**src/rtl/esc_frame_enc.sv**
```systemverilog
module esc_frame_enc #(
  parameter int MAX_PAYLOAD = 32,
  parameter bit ALIGN_EN    = 1'b1
) (
  input  logic       clk,
  input  logic       rst_n,
  input  logic       s_valid,
  output logic       s_ready,
  input  logic [7:0] s_data,
  input  logic       s_last,
  output logic       m_valid,
  input  logic       m_ready,
  output logic [7:0] m_data
);
  localparam int CW = $clog2(MAX_PAYLOAD + 1);
  localparam int AW = (MAX_PAYLOAD > 1) ? $clog2(MAX_PAYLOAD) : 1;

  typedef enum logic [2:0] {S_FILL, S_SOP, S_CHM, S_CHN, S_DATA, S_PAD, S_EOP, S_TAIL} st_t;

  st_t           st;
  logic [7:0]    mem [MAX_PAYLOAD];
  logic [CW-1:0] cnt, rd;
  logic [1:0]    sum, pad;
  logic          esc_ph;

  function automatic logic is_pkt(input logic [7:0] b);
    return (b == 8'h7A) || (b == 8'h7B) || (b == 8'h7C) || (b == 8'h7D);
  endfunction
  function automatic logic is_phy(input logic [7:0] b);
    return (b == 8'h4A) || (b == 8'h4D);
  endfunction

  wire acc  = s_valid && s_ready;
  wire fire = m_valid && m_ready;

  assign s_ready = (st == S_FILL);
  assign m_valid = (st != S_FILL);

  wire [AW-1:0] tail_idx = AW'(cnt - CW'(1));
  wire [7:0]    cur      = (st == S_TAIL) ? mem[tail_idx] : mem[AW'(rd)];
  wire          cur_pkt  = is_pkt(cur);
  wire          cur_phy  = is_phy(cur);
  wire          done_b   = esc_ph || !(cur_pkt || cur_phy);
  wire [7:0]    byte_out = esc_ph  ? (cur ^ 8'h20) :
                           cur_pkt ? 8'h7D :
                           cur_phy ? 8'h4D : cur;

  wire [1:0] sum_n    = sum + ((is_pkt(s_data) || is_phy(s_data)) ? 2'd2 : 2'd1);
  wire       pad_any  = ALIGN_EN && (pad != 2'd0);
  st_t       after_dt;
  assign after_dt = pad_any ? S_PAD : S_EOP;
  wire       frame_end = fire && (st == S_TAIL) && done_b;

  always_comb begin
    case (st)
      S_SOP:          m_data = 8'h7A;
      S_CHM:          m_data = 8'h7C;
      S_CHN:          m_data = 8'h00;
      S_PAD:          m_data = 8'h4A;
      S_EOP:          m_data = 8'h7B;
      S_DATA, S_TAIL: m_data = byte_out;
      default:        m_data = 8'h00;
    endcase
  end

  always_ff @(posedge clk) begin
    if (acc) mem[AW'(cnt)] <= s_data;
  end

  always_ff @(posedge clk) begin
    if (!rst_n) begin
      st     <= S_FILL;
      cnt    <= '0;
      rd     <= '0;
      sum    <= '0;
      pad    <= '0;
      esc_ph <= 1'b0;
    end else if (acc) begin
      cnt <= cnt + CW'(1);
      sum <= sum_n;
      if (s_last || cnt == CW'(MAX_PAYLOAD - 1)) begin
        st  <= S_SOP;
        pad <= 2'd0 - sum_n;
      end
    end else if (fire) begin
      case (st)
        S_SOP: st <= S_CHM;
        S_CHM: st <= S_CHN;
        S_CHN: begin
          rd <= '0;
          st <= (cnt > CW'(1)) ? S_DATA : after_dt;
        end
        S_DATA: begin
          if (done_b) begin
            esc_ph <= 1'b0;
            rd     <= rd + CW'(1);
            if (rd == cnt - CW'(2)) st <= after_dt;
          end else begin
            esc_ph <= 1'b1;
          end
        end
        S_PAD: begin
          pad <= pad - 2'd1;
          if (pad == 2'd1) st <= S_EOP;
        end
        S_EOP: st <= S_TAIL;
        S_TAIL: begin
          if (done_b) begin
            esc_ph <= 1'b0;
            st     <= S_FILL;
            cnt    <= '0;
            sum    <= '0;
          end else begin
            esc_ph <= 1'b1;
          end
        end
        default: st <= S_FILL;
      endcase
    end
  end

  logic [1:0] ocnt;
  always_ff @(posedge clk) begin
    if (!rst_n)         ocnt <= '0;
    else if (frame_end) ocnt <= '0;
    else if (fire)      ocnt <= ocnt + 2'd1;
  end


  hdr_order_chk: assert property (@(posedge clk) disable iff (!rst_n)
    (fire && st == S_SOP) |=> (m_valid && m_data == 8'h7C));


  pkt_esc_chk: assert property (@(posedge clk) disable iff (!rst_n)
    (fire && m_data == 8'h7D) |=> (m_valid && (m_data == 8'h5A || m_data == 8'h5B ||
                                               m_data == 8'h5C || m_data == 8'h5D)));


  phy_esc_chk: assert property (@(posedge clk) disable iff (!rst_n)
    (fire && m_data == 8'h4D) |=> (m_valid && (m_data == 8'h6A || m_data == 8'h6D)));


  eop_tail_chk: assert property (@(posedge clk) disable iff (!rst_n)
    (fire && m_data == 8'h7B) |=> (m_valid && m_data != 8'h4A && m_data != 8'h7B));


  align_len_chk: assert property (@(posedge clk) disable iff (!rst_n)
    (ALIGN_EN && frame_end) |-> (ocnt == 2'd3));


  stall_hold_chk: assert property (@(posedge clk) disable iff (!rst_n)
    (m_valid && !m_ready) |=> (m_valid && $stable(m_data)));


  no_overflow_chk: assert property (@(posedge clk) disable iff (!rst_n)
    cnt <= CW'(MAX_PAYLOAD));
endmodule

```
**config.mk**
```make
export PLATFORM = sky130hd
export DESIGN_NAME = esc_frame_enc
export DESIGN_NICKNAME = d
export VERILOG_FILES = /design/src/rtl/esc_frame_enc.sv
export SDC_FILE = /design/constraint.sdc
export NUM_CORES = 1
export LEC_CHECK = 0
export ABC_CLOCK_PERIOD_IN_PS = 5410
export BUFFER_PORTS_ARGS = -buffer_cell sky130_fd_sc_hd__buf_2
export CORE_UTILIZATION = 35
export DETAILED_ROUTE_END_ITERATION = 16
export SETUP_SLACK_MARGIN = 0.3
export SLEW_MARGIN = 20
export SYNTH_ARGS = -nofsm -noshare
export SYNTH_HDL_FRONTEND = slang
export SYNTH_SLANG_ARGS = --single-unit
```
**constraint.sdc**
```tcl
create_clock -name clk -period 5.41 [get_ports clk]
set_input_delay 1.082 -clock clk [delete_from_list [all_inputs] [get_ports clk]]
set_output_delay 1.082 -clock clk [all_outputs]
set_load 0.01 [all_outputs]
```
==> metrics.yaml, run 1 <==
outcome: "complete, no violations"
synthFlopType: "edfxtp_1"
antenna_found_initial: 0
finalSetupViolCount: 0
numCtsBuffers: 30
async_flop_share_pct: 0
yosys-top-cells-count: "edfxtp_1, mux4_2, nand2_1"
post-route-util_pct: 41.9
sw_frac_of_total_pct: 24.5
cts.clk_slew.worst_paths_ps: 60
grt_setup_unrepaired: "false"
gp_congestion: 0.899
yosysWarningCount: 0
syn_inst: 822
first_iter_violations: 1056
p_seq_share_pct: 45.8
slew_headroom_pct: 23.2
synth_edf_count: 256
fmax_mhz: 199
htreeDepth: 1
tritoncts: "yes"
diodes: 0
critPathLaunchType: "flop"
worstSetupPathType: "flop to output port"
p_leak_nw: 5.15
grt_pass1_wl_mm: 57.3
viasPerCell: 5.84
worstPathArrival_ps: 3940
p_clk_share_pct: 40.1
dr.pass1.iters: 6
port_buffers: 22
ioPinCount: 23
synth_area_leaders: "edfxtp_1, mux4_2, dfxtp_1, nand2_1, nor2_1"
place_hpwl_mm: 25.0
start_util_pct: 35.7
cts-root-buf: "clkbuf_16"
post_dp_cell_area_mm2: 0.0147
core_area_mm2: 0.0389
grt_max_degree: 37
p_int_w: 0.00396
crit_end: "m_data[1]"
syn_to_final_growth_pct: 17.4
skew_ps: 22.8
powerDensity_mw_per_mm2: 321
first_global_vias: 8419
insertion_delay_ps: 570
drive_above_1_share_pct: 37.8
cts_sinks: 281
synth_fp_nets: 846
route.antenna.remaining_nets: 0
fin_crit_sh_pct: 92.8
switchingPower_w: 0.00128
finalMaxSlewViolations: 0
grt_util_all_layers_pct: 19.2
tightest_slew_ps: 1150
synth_top_cell_by_area: "edfxtp_1"
wirelength_mm: 38.9
end_kind: "output port"
peakVddDrop_mv: 0.274
syn_avg_cell_area_um2: 16.9
syn_area_mm2: 0.0139
hold_buffers: 0
power_frac_comb_pct: 14.1
synth.most_common_cell: "edfxtp_1"
drv_cap: 0
tns_ps: 0
r2r-end: "cnt[0]$_SDFFE_PN0P_"
fp.dieH_um: 201
hold_path.class: "flop to flop"
finalHoldViolCount: 0
avgRoutedWirePerCell_um: 27.1
core.rowCount: 72
worstPathMaxFanout: 8
r2r_slack_ps: 1650
drc: 0
design_area_mm2: 0.0163
ys_seq_elements: 281
grt_overflow: 0
crit_required_ps: 4330
ys_seq_area_share_pct: 58.9
cts_buffer_depth: 3
die_w_um: 201
period_needed_ps: 5020
vias: 8382
synth_cell_type_count: 61
reg2reg_depth: 12
die-area_mm2: 0.0405
nNetsFinal: 918
yosys.area.top_type_share_pct: 55.3
hp-start: "sum[0]$_SDFFE_PN0P_"
==> placed cells by master (no fill, tap or decap), drive strengths merged, types with 7 or more instances in the layout <==
| master | Yosys | routed |
|---|---|---|
| nor2 | 54 | 54 |
| xnor2 | 12 | 12 |
| mux2i | 16 | 16 |
| nand3 | 30 | 30 |
| a31oi | 7 | 7 |
| edfxtp | 256 | 256 |
| nand2 | 57 | 57 |
| nor3b | 8 | 8 |
| clkinv | 0 | 7 |
| xor2 | 7 | 7 |
| buf | 29 | 92 |
| or3 | 7 | 7 |
| clkbuf | 25 | 42 |
| inv | 12 | 16 |
| a21oi | 20 | 20 |
| mux4 | 148 | 148 |
| o21ai | 25 | 25 |
| dfxtp | 25 | 25 |
| and2 | 7 | 7 |
| ha | 11 | 11 |
==> stage by stage <==
stage | instances | hold WS (ps) | power [W] | setup WS (ps)
finish | 1435 | 480 | 0.00524 | 391
global route | 1435 | 532 | 0.00538 | 291
floorplan | 822 | 440 | 0.00287 | 365
CTS | 1415 | 485 | 0.00522 | 301
detailed placement | 1346 | 475 | 0.00308 | 466
global placement | 1346 | 453 | 0.00307 | 444
==> sequential cells by signal (all words and copies together) (netlist names), named ones only <==
name    flops
esc_ph      1
cnt         6
sum         2
st          3
rd          6
pad         2
mem       256
==> worst min-delay path by stage <==
stage | to | slack [ps] | depth (start not counted)
after floorplan | sum[0]$_SDFFE_PN0P_ | 440 | 2
after global placement | sum[0]$_SDFFE_PN0P_ | 450 | 2
after detailed placement | sum[1]$_SDFFE_PN0P_ | 470 | 1
after CTS | sum[0]$_SDFFE_PN0P_ | 480 | 2
after global routing | sum[0]$_SDFFE_PN0P_ | 530 | 2
final | sum[0]$_SDFFE_PN0P_ | 480 | 2
==> final cells by class <==
| cell class | instances | area [um^2] |
|---|---|---|
| Inverter | 12 | 47.5 |
| Tap cell | 518 | 648 |
| Timing Repair Buffer | 94 | 858 |
| Fill cell | 3459 | 22600 |
| Sequential cell | 281 | 8200 |
| Multi-Input combinational cell | 475 | 5530 |
| Clock inverter | 14 | 114 |
| Clock buffer | 41 | 906 |
==> what timing repair did <==
| item | CTS | global route |
|---|---|---|
| gates resized for setup | 20 | 23 |
| setup endpoints to repair | 3 | 3 |
| pin swaps | 5 | 6 |
| gates cloned | 1 | 1 |
| setup buffers | 13 | 19 |
==> power groups by stage <==
| stage | Clock [W] | Combinational [W] | Sequential (W) |
|---|---|---|---|
| finish | 0.00210 | 0.000740 | 0.00240 |
| global route | 0.00220 | 0.000781 | 0.00240 |
| CTS | 0.00213 | 0.000694 | 0.00240 |
| detailed placement | 0 | 0.000633 | 0.00244 |
| global placement | 0 | 0.000628 | 0.00244 |
| floorplan | 0 | 0.000428 | 0.00244 |
==> logic make-up after synthesis <==
kind of cell               synth area share, %
AOI/OAI and AO/OA                         4.38
adders and majority gates                0.991
and+or+nand+nor                           6.48
muxes                                     25.3
DFF                                       58.9
buffers and inverters                     2.43
xor gates and xnor gates                  1.44
==> metal layers <==
layer | global-route usage, % | wire length (um)
met5 | 0 | 0
met4 | 6.39 | 1240
met1 | 25.9 | 15700
met3 | 3.68 | 3150
met2 | 31.4 | 18800
==> worst max-delay path, cell delays in order, from the launching register on <==
cell	delay, ps
dfxtp_4	510
buf_12	160
mux4_2	490
mux4_2	540
mux2i_1	150
a2bb2oi_1	80
o21ai_1	120
nand4b_1	260
or3_4	480
and2_4	180
a21boi_2	130
o21ai_1	80
buf_2	160
No activity file was read; power rests on OpenSTA's default activity.
==> run 2, diff against run 1 <==
--- a/config.mk
+++ b/config.mk
@@ -6,9 +6,10 @@
 export NUM_CORES = 1
 export LEC_CHECK = 0
 export ABC_CLOCK_PERIOD_IN_PS = 5410
-export BUFFER_PORTS_ARGS = -buffer_cell sky130_fd_sc_hd__buf_2
 export CORE_UTILIZATION = 35
 export DETAILED_ROUTE_END_ITERATION = 16
+export DONT_BUFFER_PORTS = 1
+export PLACE_DENSITY = 0.49
 export SETUP_SLACK_MARGIN = 0.3
 export SLEW_MARGIN = 20
 export SYNTH_ARGS = -nofsm -noshare
==> run 2 against run 1 <==
Effect of this change:
- die area stayed put
- maximum frequency increased by 1.6%
- critical path depth stayed put
- routed wire length up 4.9%
- final area down 1.2%
- non-clock buffer count shrank 33
- clock skew grew 0.99 ps
- global-route usage rose by 1.1 points
- register-to-register slack got worse by 90 ps
- largest cell class unchanged
==> metrics.yaml, run 2 (synthesized netlist as in run 1, its figures left out) <==
outcome: "complete, no violations"
tritoncts: "yes"
syn_to_final_growth_pct: 16.0
reg2reg_depth: 14
grt_setup_unrepaired: "false"
r2r-end: "cnt[4]$_SDFFE_PN0P_"
die-area_mm2: 0.0405
core.rowCount: 72
tightest_slew_ps: 1130
die_w_um: 201
p_leak_nw: 5.03
first_global_vias: 8496
r2r_start: "cnt[0]$_SDFFE_PN0P_"
skew_ps: 23.8
final_common_cell: "edfxtp_1"
grt_pass1_wl_mm: 59.7
end_kind: "output port"
largest-register: "mem"
cts_sinks: 281
fmax_mhz: 202
avgRoutedWirePerCell_um: 29.0
port_buffers: 0
nNetsFinal: 889
r2r_slack_ps: 1560
crit_path_start: "cnt[0]$_SDFFE_PN0P_"
antenna_found_initial: 1
fp.dieH_um: 201
whs_endpoint: "sum[0]$_SDFFE_PN0P_"
cts_buffer_depth: 3
most-common-layout-cells: "edfxtp_1, mux4_2, nand2_1"
start_util_pct: 35.7
hold_buffers: 0
gp_congestion: 0.854
ioPinCount: 23
htreeDepth: 2
viasPerCell: 5.89
hold_path.class: "flop to flop"
fin_crit_sh_pct: 91.3
core_area_mm2: 0.0389
slew_headroom_pct: 24.5
timing.hold.ws_ps: 474
tns_ps: 0
insertion_delay_ps: 530
powerDensity_mw_per_mm2: 332
period_needed_ps: 4940
cts-root-buf: "clkbuf_16"
grt_overflow: 0
hp-start: "sum[0]$_SDFFE_PN0P_"
drv_cap: 0
whs_path_depth: 2
drc: 0
worstPathMaxFanout: 6
place_hpwl_mm: 26.5
peakVddDrop_mv: 0.182
finalSetupViolCount: 0
worstPathArrival_ps: 3860
grt_max_degree: 59
diodes: 0
dr.pass1.iters: 5
wirelength_mm: 40.9
finalMaxSlewViolations: 0
finalHoldViolCount: 0
route.antenna.remaining_nets: 0
numCtsBuffers: 34
crit_required_ps: 4330
grt_util_all_layers_pct: 20.4
critPathLaunchType: "flop"
worstSetupPathType: "flop to output port"
cts.clk_slew.worst_paths_ps: 60
largest_register_ffs: 256
reg.largest.list: "mem: 256 flops, cnt: 6 flops, rd: 6 flops"
first_iter_violations: 862
vias: 8301
post-route-util_pct: 41.4
drive_above_1_share_pct: 34.5
run 2: power breakdown:
group	leakage [nW]	total [W]	internal [W]	switching, W
logic	1.96	0.000677	0.000322	0.000355
registers	2.51	0.00240	0.00239	0.0000136
clock network	0.554	0.00228	0.00137	0.000913
run 2: worst max path at each step:
stage	endpoint	slack, ps
2_1_floorplan	m_data[1]	360
3_3_place_gp	m_data[1]	500
3_5_place_dp	m_data[1]	410
4_1_cts	m_data[1]	300
5_1_grt	m_data[0]	320
6_report	m_data[1]	470
run 2: area by class of cell:
type,instances,area [um^2]
Clock inverter,19,193
Sequential cell,281,8200
Inverter,12,45.0
Tap cell,518,648
Multi-Input combinational cell,475,5500
Timing Repair Buffer,61,603
Fill cell,3509,22800
Clock buffer,43,926
run 2: timing repair:
| item | in CTS | in global routing |
|---|---|---|
| resized for setup | 18 | 8 |
| gates cloned | 0 | 1 |
| buffers inserted | 8 | 12 |
| hold endpoints to repair | 0 | 0 |
| endpoints found under the setup margin | 3 | 3 |
| pin swaps | 2 | 4 |
run 2: metrics by stage:
| stage | area [um^2] | total power [W] | setup WS, ps | cells |
|---|---|---|---|---|
| after floorplan | 13900 | 0.00287 | 365 | 822 |
| after global placement | 14600 | 0.00304 | 498 | 1326 |
| after detailed placement | 14600 | 0.00304 | 406 | 1326 |
| after CTS | 15900 | 0.00537 | 303 | 1396 |
| after global routing | 16100 | 0.00552 | 325 | 1409 |
| final | 16100 | 0.00536 | 470 | 1409 |
run 2: per-layer routing:
| layer | routed length [um] | track usage [%] | share of wire [%] |
|---|---|---|---|
| met5 | 9 | 0 | 0.022 |
| met4 | 1090 | 6.06 | 2.7 |
| met3 | 2800 | 3.19 | 6.8 |
| met2 | 20000 | 33.1 | 49 |
| met1 | 17000 | 28.3 | 42 |
run 2: critical path: stages, from the launching register on:
cell,delay [ps]
dfxtp_4,410
inv_1,100
ha_4,370
buf_12,150
mux4_2,300
mux4_2,540
a2bb2oi_1,170
o21ai_2,170
nand4b_1,180
or3_4,460
and2_4,200
a21boi_1,160
o21ai_1,140
==> run 3, diff against run 2 <==
--- a/config.mk
+++ b/config.mk
@@ -6,10 +6,10 @@
 export NUM_CORES = 1
 export LEC_CHECK = 0
 export ABC_CLOCK_PERIOD_IN_PS = 5410
-export CORE_UTILIZATION = 35
+export CORE_UTILIZATION = 30
 export DETAILED_ROUTE_END_ITERATION = 16
 export DONT_BUFFER_PORTS = 1
-export PLACE_DENSITY = 0.49
+export PLACE_DENSITY = 0.43
 export SETUP_SLACK_MARGIN = 0.3
 export SLEW_MARGIN = 20
 export SYNTH_ARGS = -nofsm -noshare
==> run 3 against run 2 <==
Effect of this change:
- hold slack lost 5.9 ps
- clock power is essentially flat
- register-to-register slack lost 70 ps
- count of clock-buffer cells in the layout shrank 2
- final area grew 1.6%
- critical path depth is the same
- core utilization shrank 5.4 points
- total power grew 0.65%
- global-route usage shrank 1.8 points
- maximum frequency shrank 0.18%
- final cell count grew 7.0%
- largest cell class unchanged
- highest routed layer is now met4
==> metrics.yaml, run 3 (synthesized netlist as in run 1, its figures left out) <==
outcome: "complete, no violations"
design_area_mm2: 0.0164
diodes: 0
largest-register: "mem"
largest_register_ffs: 256
switchingPower_w: 0.00132
finalMaxSlewViolations: 0
insertion_delay_ps: 550
die_w_um: 217
p_clk_share_pct: 42.6
reg.largest.list: "mem: 256 flops, cnt: 6 flops, rd: 6 flops"
p_leak_nw: 5.10
crit_required_ps: 4330
grt_setup_unrepaired: "false"
fin_crit_sh_pct: 91.5
skew_ps: 23.6
fmax_mhz: 202
place_hpwl_mm: 28.5
vias: 8240
antenna_found_initial: 0
wirelength_mm: 43.0
route.antenna.remaining_nets: 0
cts-root-buf: "clkbuf_16"
core.rowCount: 78
drive_above_1_share_pct: 34.9
grt_util_all_layers_pct: 18.5
post_dp_cell_area_mm2: 0.0149
htreeDepth: 2
grt_pass1_wl_mm: 62.3
first_iter_violations: 746
avgRoutedWirePerCell_um: 28.5
cts.clk_slew.worst_paths_ps: 60
end_kind: "output port"
tightest_slew_ps: 1120
grt_overflow: 0
worstPathMaxFanout: 12
power_frac_comb_pct: 12.9
p_seq_share_pct: 44.5
drc: 0
viasPerCell: 5.46
first_global_vias: 8546
tritoncts: "yes"
finalSetupViolCount: 0
worstSetupPathType: "flop to output port"
gp_congestion: 0.811
tns_ps: 0
port_buffers: 0
syn_to_final_growth_pct: 17.8
sw_frac_of_total_pct: 24.4
final_common_cell: "edfxtp_1"
most-common-layout-cells: "edfxtp_1, mux4_2, buf_4"
grt_max_degree: 59
hold_buffers: 0
slew_headroom_pct: 24.8
die-area_mm2: 0.0472
numCtsBuffers: 34
drv_cap: 0
core_area_mm2: 0.0455
start_util_pct: 30.5
peakVddDrop_mv: 0.175
period_needed_ps: 4950
worstPathArrival_ps: 3870
powerDensity_mw_per_mm2: 329
finalHoldViolCount: 0
critPathLaunchType: "flop"
hold_path.class: "flop to flop"
dr.pass1.iters: 5
nNetsFinal: 908
ioPinCount: 23
p_int_w: 0.00407
timing.hold.ws_ps: 469
cts_sinks: 281
cts_buffer_depth: 3
fp.dieH_um: 217
run 3: path summary, 6_finish.rpt:
path | from | endpoint | slack (ps) | depth (start not counted)
max | flop | m_data[1] | 460 | 12
max reg2reg | flop | cnt[0]$_SDFFE_PN0P_ | 1490 | 12
min | sum[0]$_SDFFE_PN0P_ | sum[0]$_SDFFE_PN0P_ | 470 | 2
min reg2reg | sum[0]$_SDFFE_PN0P_ | sum[0]$_SDFFE_PN0P_ | 470 | 2
run 3: final cells by class:
cell class              count  area, um^2
repair buffers             80         785
multi-input cells         475        5480
well taps                 600         751
clock buffers              41         877
flip-flops and latches    281        8200
fillers                  4311       29100
inverters                  12        48.8
clock inverters            19         225
run 3: timing repair:
action,in CTS,in global routing
pin swaps,2,5
gates resized for setup,9,12
buffers inserted,8,13
cloned,0,1
endpoints found under the setup margin,3,3
hold endpoints to repair,0,0
run 3: stage by stage:
step	setup WS, ps	std cells	util (%)	total power, W
after global routing	301	1508	36.0	0.00554
after detailed placement	493	1426	32.8	0.00307
after floorplan	365	822	-	0.00287
after global placement	604	1426	32.8	0.00308
final	461	1508	36.0	0.00539
after CTS	289	1494	35.5	0.00540
run 3: metal layers:
layer | share of wire, % | up-vias | GRT usage, %
met4 | 2.0 | 0 | 5.02
met1 | 45 | 4465 | 25.5
met3 | 4.3 | 57 | 2.82
met5 | 0 | - | 0
met2 | 49 | 208 | 30.4
li1 | - | 3510 | -
run 3: worst max-delay path: stages (launching register included):
cell and delay (ps):
dfxtp_4 350, buf_12 150, buf_12 180, mux4_2 520
mux4_2 470, nor2b_1 160, a211oi_1 510, a31oi_4 110
nor3_2 230, o21ai_4 130, and2_4 180, a21boi_0 180
o21ai_1 140
run 3: power groups by stage:
stage	Combinational, W	Clock [W]	Sequential [W]
4_1_cts	0.000662	0.00234	0.00240
3_3_place_gp	0.000631	0	0.00244
5_1_grt	0.000732	0.00241	0.00240
2_1_floorplan	0.000428	0	0.00244
3_5_place_dp	0.000625	0	0.00244
6_report	0.000694	0.00230	0.00240
